## src/rtl/enc_status_pkg.sv

```systemverilog
package enc_status_pkg;
  localparam int DW      = 32;
  localparam int POS_CW  = 5;
  localparam int POS_CCW = 4;
  localparam int POS_SW  = 0;
  localparam logic [DW-1:0] USED_MASK =
    (DW'(1) << POS_CW) | (DW'(1) << POS_CCW) | (DW'(1) << POS_SW);
  localparam logic [1:0] RESP_OKAY = 2'b00;

  function automatic logic [DW-1:0] pack_events(input logic cw, input logic ccw,
                                                input logic sw_rise);
    logic [DW-1:0] v;
    v = '0;
    v[POS_CW]  = cw;
    v[POS_CCW] = ccw;
    v[POS_SW]  = sw_rise;
    return v;
  endfunction

  // set wins over clear so a coincident event survives
  function automatic logic [DW-1:0] next_flags(input logic [DW-1:0] cur,
                                               input logic [DW-1:0] set_v,
                                               input logic [DW-1:0] clr_v);
    return ((cur & ~clr_v) | set_v) & USED_MASK;
  endfunction

  function automatic logic word_hit(input logic [DW-1:0] addr_bits);
    return (addr_bits >> 2) == '0;
  endfunction
endpackage

```

## src/rtl/sw_rise_detect.sv

```systemverilog
module sw_rise_detect (
  input  logic clk,
  input  logic rst_n,
  input  logic level,
  output logic rise
);
  logic prev_q;
  // prev resets high: a switch held through reset is not a press
  always_ff @(posedge clk) begin
    if (!rst_n) prev_q <= 1'b1;
    else        prev_q <= level;
  end
  assign rise = level & ~prev_q;
endmodule

```

## src/rtl/sticky_flags.sv

```systemverilog
module sticky_flags
  import enc_status_pkg::*;
(
  input  logic          clk,
  input  logic          rst_n,
  input  logic [DW-1:0] set_vec,
  input  logic [DW-1:0] clr_vec,
  output logic [DW-1:0] flags
);
  logic [DW-1:0] nxt;
  assign nxt = next_flags(flags, set_vec, clr_vec);

  for (genvar i = 0; i < DW; i++) begin : g_bit
    if (USED_MASK[i]) begin : g_used
      always_ff @(posedge clk) begin
        if (!rst_n) flags[i] <= 1'b0;
        else        flags[i] <= nxt[i];
      end
    end else begin : g_tie
      assign flags[i] = 1'b0;
    end
  end
endmodule

```

## src/rtl/axil_rd_chan.sv

```systemverilog
module axil_rd_chan
  import enc_status_pkg::*;
#(
  parameter int AW = 4
) (
  input  logic          clk,
  input  logic          rst_n,
  input  logic [AW-1:0] araddr,
  input  logic          arvalid,
  output logic          arready,
  output logic [DW-1:0] rdata,
  output logic [1:0]    rresp,
  output logic          rvalid,
  input  logic          rready,
  input  logic [DW-1:0] flags,
  output logic          ar_fire,
  output logic          hit_q,
  output logic [DW-1:0] clr_vec
);
  logic          rvalid_q;
  logic [DW-1:0] rdata_q;
  logic          hit_now;

  assign arready = ~rvalid_q;
  assign ar_fire = arvalid & arready;
  assign hit_now = word_hit(DW'(araddr));

  always_ff @(posedge clk) begin
    if (!rst_n) begin
      rvalid_q <= 1'b0;
      rdata_q  <= '0;
      hit_q    <= 1'b0;
    end else if (ar_fire) begin
      rvalid_q <= 1'b1;
      hit_q    <= hit_now;
      rdata_q  <= hit_now ? flags : '0;
    end else if (rvalid_q && rready) begin
      rvalid_q <= 1'b0;
    end
  end

  assign rvalid  = rvalid_q;
  assign rdata   = rdata_q;
  assign rresp   = RESP_OKAY;
  assign clr_vec = (rvalid_q && rready && hit_q) ? rdata_q : '0;
endmodule

```

## src/rtl/axil_wr_chan.sv

```systemverilog
module axil_wr_chan (
  input  logic       clk,
  input  logic       rst_n,
  input  logic       awvalid,
  output logic       awready,
  input  logic       wvalid,
  output logic       wready,
  output logic [1:0] bresp,
  output logic       bvalid,
  input  logic       bready
);
  logic aw_got_q, w_got_q, bvalid_q;
  logic have_aw, have_w;

  assign awready = ~bvalid_q & ~aw_got_q;
  assign wready  = ~bvalid_q & ~w_got_q;
  assign have_aw = aw_got_q | (awvalid & awready);
  assign have_w  = w_got_q  | (wvalid & wready);

  always_ff @(posedge clk) begin
    if (!rst_n) begin
      aw_got_q <= 1'b0;
      w_got_q  <= 1'b0;
      bvalid_q <= 1'b0;
    end else if (have_aw && have_w) begin
      aw_got_q <= 1'b0;
      w_got_q  <= 1'b0;
      bvalid_q <= 1'b1;
    end else begin
      aw_got_q <= have_aw;
      w_got_q  <= have_w;
      if (bvalid_q && bready) bvalid_q <= 1'b0;
    end
  end

  assign bvalid = bvalid_q;
  assign bresp  = 2'b00;
endmodule

```

## src/rtl/enc_status_axil.sv

```systemverilog
module enc_status_axil
  import enc_status_pkg::*;
#(
  parameter int AW = 4
) (
  input  logic          clk,
  input  logic          rst_n,
  input  logic          cw_pulse,
  input  logic          ccw_pulse,
  input  logic          sw_level,
  input  logic [AW-1:0] s_awaddr,
  input  logic          s_awvalid,
  output logic          s_awready,
  input  logic [31:0]   s_wdata,
  input  logic [3:0]    s_wstrb,
  input  logic          s_wvalid,
  output logic          s_wready,
  output logic [1:0]    s_bresp,
  output logic          s_bvalid,
  input  logic          s_bready,
  input  logic [AW-1:0] s_araddr,
  input  logic          s_arvalid,
  output logic          s_arready,
  output logic [31:0]   s_rdata,
  output logic [1:0]    s_rresp,
  output logic          s_rvalid,
  input  logic          s_rready
);
  // named internal events, visible to the bound checker
  logic          sw_rise;
  logic          ar_fire;
  logic          rd_hit;
  logic [DW-1:0] ev_vec;
  logic [DW-1:0] clr_vec;
  logic [DW-1:0] flag_vec;

  logic unused_wr;
  assign unused_wr = ^{s_awaddr, s_wdata, s_wstrb};

  sw_rise_detect u_rise (
    .clk(clk), .rst_n(rst_n), .level(sw_level), .rise(sw_rise)
  );

  assign ev_vec = pack_events(cw_pulse, ccw_pulse, sw_rise);

  sticky_flags u_flags (
    .clk(clk), .rst_n(rst_n), .set_vec(ev_vec), .clr_vec(clr_vec), .flags(flag_vec)
  );

  axil_rd_chan #(.AW(AW)) u_rd (
    .clk(clk), .rst_n(rst_n),
    .araddr(s_araddr), .arvalid(s_arvalid), .arready(s_arready),
    .rdata(s_rdata), .rresp(s_rresp), .rvalid(s_rvalid), .rready(s_rready),
    .flags(flag_vec), .ar_fire(ar_fire), .hit_q(rd_hit), .clr_vec(clr_vec)
  );

  axil_wr_chan u_wr (
    .clk(clk), .rst_n(rst_n),
    .awvalid(s_awvalid), .awready(s_awready),
    .wvalid(s_wvalid), .wready(s_wready),
    .bresp(s_bresp), .bvalid(s_bvalid), .bready(s_bready)
  );
endmodule

```

## config.mk

```make
export PLATFORM = sky130hd
export DESIGN_NAME = enc_status_axil
export DESIGN_NICKNAME = d
export VERILOG_FILES = /design/src/rtl/enc_status_pkg.sv /design/src/rtl/sw_rise_detect.sv /design/src/rtl/sticky_flags.sv /design/src/rtl/axil_rd_chan.sv /design/src/rtl/axil_wr_chan.sv /design/src/rtl/enc_status_axil.sv
export SDC_FILE = /design/constraint.sdc
export NUM_CORES = 1
export LEC_CHECK = 0
export ABC_AREA = 1
export BUFFER_PORTS_ARGS = -buffer_cell sky130_fd_sc_hd__buf_2
export CORE_AREA = 2 2 50 61
export CTS_CLUSTER_DIAMETER = 80
export CTS_CLUSTER_SIZE = 12
export DETAILED_ROUTE_END_ITERATION = 6
export DIE_AREA = 0 0 52 63
export PLACE_DENSITY = 0.79
export SLEW_MARGIN = 20
export SYNTH_ARGS = -nofsm -noshare
export SYNTH_HDL_FRONTEND = slang
export SYNTH_SLANG_ARGS = --single-unit
```

## constraint.sdc

```tcl
create_clock -name clk -period 0.8 [get_ports clk]
set_input_delay 0.16 -clock clk [delete_from_list [all_inputs] [get_ports clk]]
set_output_delay 0.16 -clock clk [all_outputs]
set_load 0.005 [all_outputs]
```

==> impl_metrics.json <==
{
  "cp-start-kind": "register",
  "fp.dieH_um": 63,
  "die_x_um": 52,
  "io-pin-count": 95,
  "clk_latency_ns": 0.27,
  "cts.sinks": 12,
  "grt_max_degree": 9,
  "fin_cells": 162,
  "hpwl_um": 977,
  "stdcell_area_um2": 905,
  "whs_endpoint": "u_rise.prev_q$_SDFF_PN1_",
  "worstHoldStart": "sw_level",
  "grt_pass1_vias": 507,
  "hold_class": "input port to register",
  "cp.required_ns": 0.64,
  "min_period_ns": 0.987,
  "setup_viol": 19,
  "r2r_start": "u_rd.rvalid$_SDFFE_PN0P_",
  "drtIter0Drc": 6,
  "dp_cells": 151,
  "synth_top_area_frac": 0.341,
  "placed_cell_area_um2": 753,
  "fin_tns_setup_ns": -1.57,
  "ys_warn_count": 0,
  "cts-root-buf": "clkbuf_4",
  "p_clk_frac": 0.334,
  "syn-cell-area_um2": 727,
  "clk_pin_slew_ns": 0.07,
  "synth_top_area_cell": "buf_4",
  "overflow": 0,
  "place_congestion": 0.702,
  "core.rowCount": 21,
  "fmax_mhz": 1010,
  "drt_first_pass_iters": 2,
  "drv_slew": 0,
  "dp_slack_ns": -0.0678,
  "port_buffers": 19,
  "grtUsageTotal": 0.0793,
  "synth.most_common_cell": "buf_4",
  "rsz0062_at_grt": "yes",
  "synth_cell_types": 14,
  "ys_ff_latch": 12,
  "clock_path_buffers": 2,
  "clock_skew_ns": 0.00431,
  "synth_area_leaders": "buf_4 (34%), dfxtp_1 (33%), nand2_1 (8.8%)",
  "routedWlPerCell_um": 7.33,
  "synth-edff-count": 0,
  "synthArstFlopShare": 0,
  "max_stage_delay_ns": 0.34,
  "antenna_found_initial": 0,
  "status": "finished with violations",
  "remaining_drc_errors": 0,
  "reg2reg_depth": 4,
  "worstReg2RegEnd": "u_rd.rvalid$_SDFFE_PN0P_",
  "pwr-share-comb": 0.198,
  "synth_common_cells": "buf_4 (33), nand2_1 (17), dfxtp_1 (12)",
  "path_common_cell": "buf_6",
  "die_area_um2": 3280,
  "p_switching_w": 0.000379,
  "wl_um": 1190,
  "crit_slowest_cell": "dfxtp_2",
  "crit_path_end_kind": "primary output",
  "nNetsFinal": 183,
  "drtAntennaViolNets": 0,
  "numCtsBuffers": 3,
  "swShare": 0.266,
  "postSynthCellCount": 97,
  "whs_path_depth": 2,
  "synth_ff_type": "dfxtp_1",
  "postSynthAreaPerCell_um2": 7.49,
  "cts_tree": "yes",
  "cap_violations": 0,
  "power_per_cell_area_nw_per_um2": 1570,
  "fin_ws_ns": -0.187,
  "crit_arrival_ns": 0.83,
  "path_max_fanout": 2,
  "ys_seq_area_frac": 0.330,
  "vdd_ir_drop_max_v": 0.00121,
  "failed_checks": "negative setup slack",
  "finalHoldViolCount": 0,
  "drive_above_1_share": 0.398,
  "diodes": 0,
  "r2r_setup_slack_ns": -0.11,
  "critPathBufInv": 2,
  "avgViaCountPerCell": 3.50,
  "area_delta_synth_final_pct": 24.4,
  "num_vias": 567,
  "crit_type": "register to primary output",
  "leakage_nw": 0.485,
  "seq_power_share": 0.468,
  "initial_core_util": 0.269,
  "cpLargestDelayFamily": "flip-flops",
  "grt_first_pass_wirelength_um": 1970,
  "power.total_w": 0.00142,
  "crit_chain": "buf_6 > buf_6",
  "htreeDepth": 1,
  "fin_crit_sh": 1.23,
  "p_int_w": 0.00104,
  "core_area_um2": 2710
}
==> how the worst max path moves through the flow <==
| stage | from | to | slack [ns] | cells after the start |
|---|---|---|---|---|
| final | u_rd.rvalid$_SDFFE_PN0P_ | s_rvalid | -0.19 | 2 |
| after detailed placement | u_wr.bvalid$_SDFFE_PN0P_ | u_wr.aw_got_q$_SDFF_PP0_ | -0.07 | 6 |
| after CTS | u_wr.bvalid$_SDFFE_PN0P_ | s_wready | -0.20 | 2 |
| after global routing | u_wr.bvalid$_SDFFE_PN0P_ | s_wready | -0.22 | 2 |
| after global placement | u_wr.bvalid$_SDFFE_PN0P_ | u_wr.aw_got_q$_SDFF_PP0_ | -0.04 | 6 |
| after floorplan | u_wr.bvalid$_SDFFE_PN0P_ | u_wr.bvalid$_SDFFE_PN0P_ | 0.005 | 3 |
==> power by group through the flow <==
stage	sequential, W	clock [W]	combinational, W
4_1_cts	0.000661	0.000487	0.000254
6_report	0.000666	0.000475	0.000282
3_3_place_gp	0.000671	0	0.000218
2_1_floorplan	0.000671	0	0.000247
5_1_grt	0.000671	0.000507	0.000325
3_5_place_dp	0.000674	0	0.000223
==> registers in the layout, summed over array words and instances, names as in the netlist <==
| register | count |
|---|---|
| u_flags.flags | 3 |
| u_rd.hit_q | 1 |
| u_rd.rdata | 3 |
| u_rd.rvalid | 1 |
| u_rise.prev_q | 1 |
| u_wr.aw_got_q | 1 |
| u_wr.bvalid | 1 |
| u_wr.w_got_q | 1 |
==> layout by cell type (no fill, tap or decap) <==
| master | count |
|---|---|
| or2_0 | 2 |
| a21oi_2 | 3 |
| inv_1 | 11 |
| nand2_4 | 1 |
| buf_6 | 5 |
| nand4_1 | 3 |
| a21oi_1 | 6 |
| nor2_4 | 1 |
| inv_2 | 1 |
| buf_2 | 16 |
| nand3_1 | 2 |
| dfxtp_1 | 7 |
| or2_2 | 1 |
| dfxtp_4 | 1 |
| inv_4 | 1 |
| nor2_2 | 2 |
| buf_4 | 7 |
| clkbuf_8 | 1 |
| nand2_2 | 4 |
| nand2_1 | 13 |
| clkbuf_4 | 3 |
| conb_1 | 33 |
| dfxtp_2 | 4 |
==> through the flow <==
stage / hold WS, ns / utilization
floorplan: 0.267 / -
global placement: 0.366 / 0.278
detailed placement: 0.369 / 0.278
CTS: 0.0856 / 0.316
global route: 0.0933 / 0.334
finish: 0.0898 / 0.334
==> layout make-up <==
cell class                      count  area (um^2)
Timing Repair Buffer               28          189
Multi-Input combinational cell     71          337
Clock buffer                        4         36.3
Fill cell                         306         1800
Sequential cell                    12          249
Inverter                           13         51.3
Tap cell                           34         42.5
==> per-layer routing <==
layer	wire length, um	vias to the layer above	track usage	share of wire
met5	0	-	0	0
li1	-	289	-	-
met3	137	2	0.0263	0.12
met4	19	0	0.0395	0.016
met2	594	38	0.134	0.50
met1	436	238	0.0848	0.37
==> timing repair <==
item / CTS / global route
setup endpoints to repair: 15 / 19
pin swaps: 2 / 3
hold buffers: 0 / 0
buffers inserted: 5 / 2
gates cloned: 0 / 0
gates resized for setup: 9 / 11
==> kinds of logic after synthesis <==
family	Yosys count	share of synthesized area
compound gates	9	0.0620
buf+inv	46	0.408
flops	12	0.330
other cells	1	0.00516
simple gates	29	0.194
(Power assumes the default switching activity.)
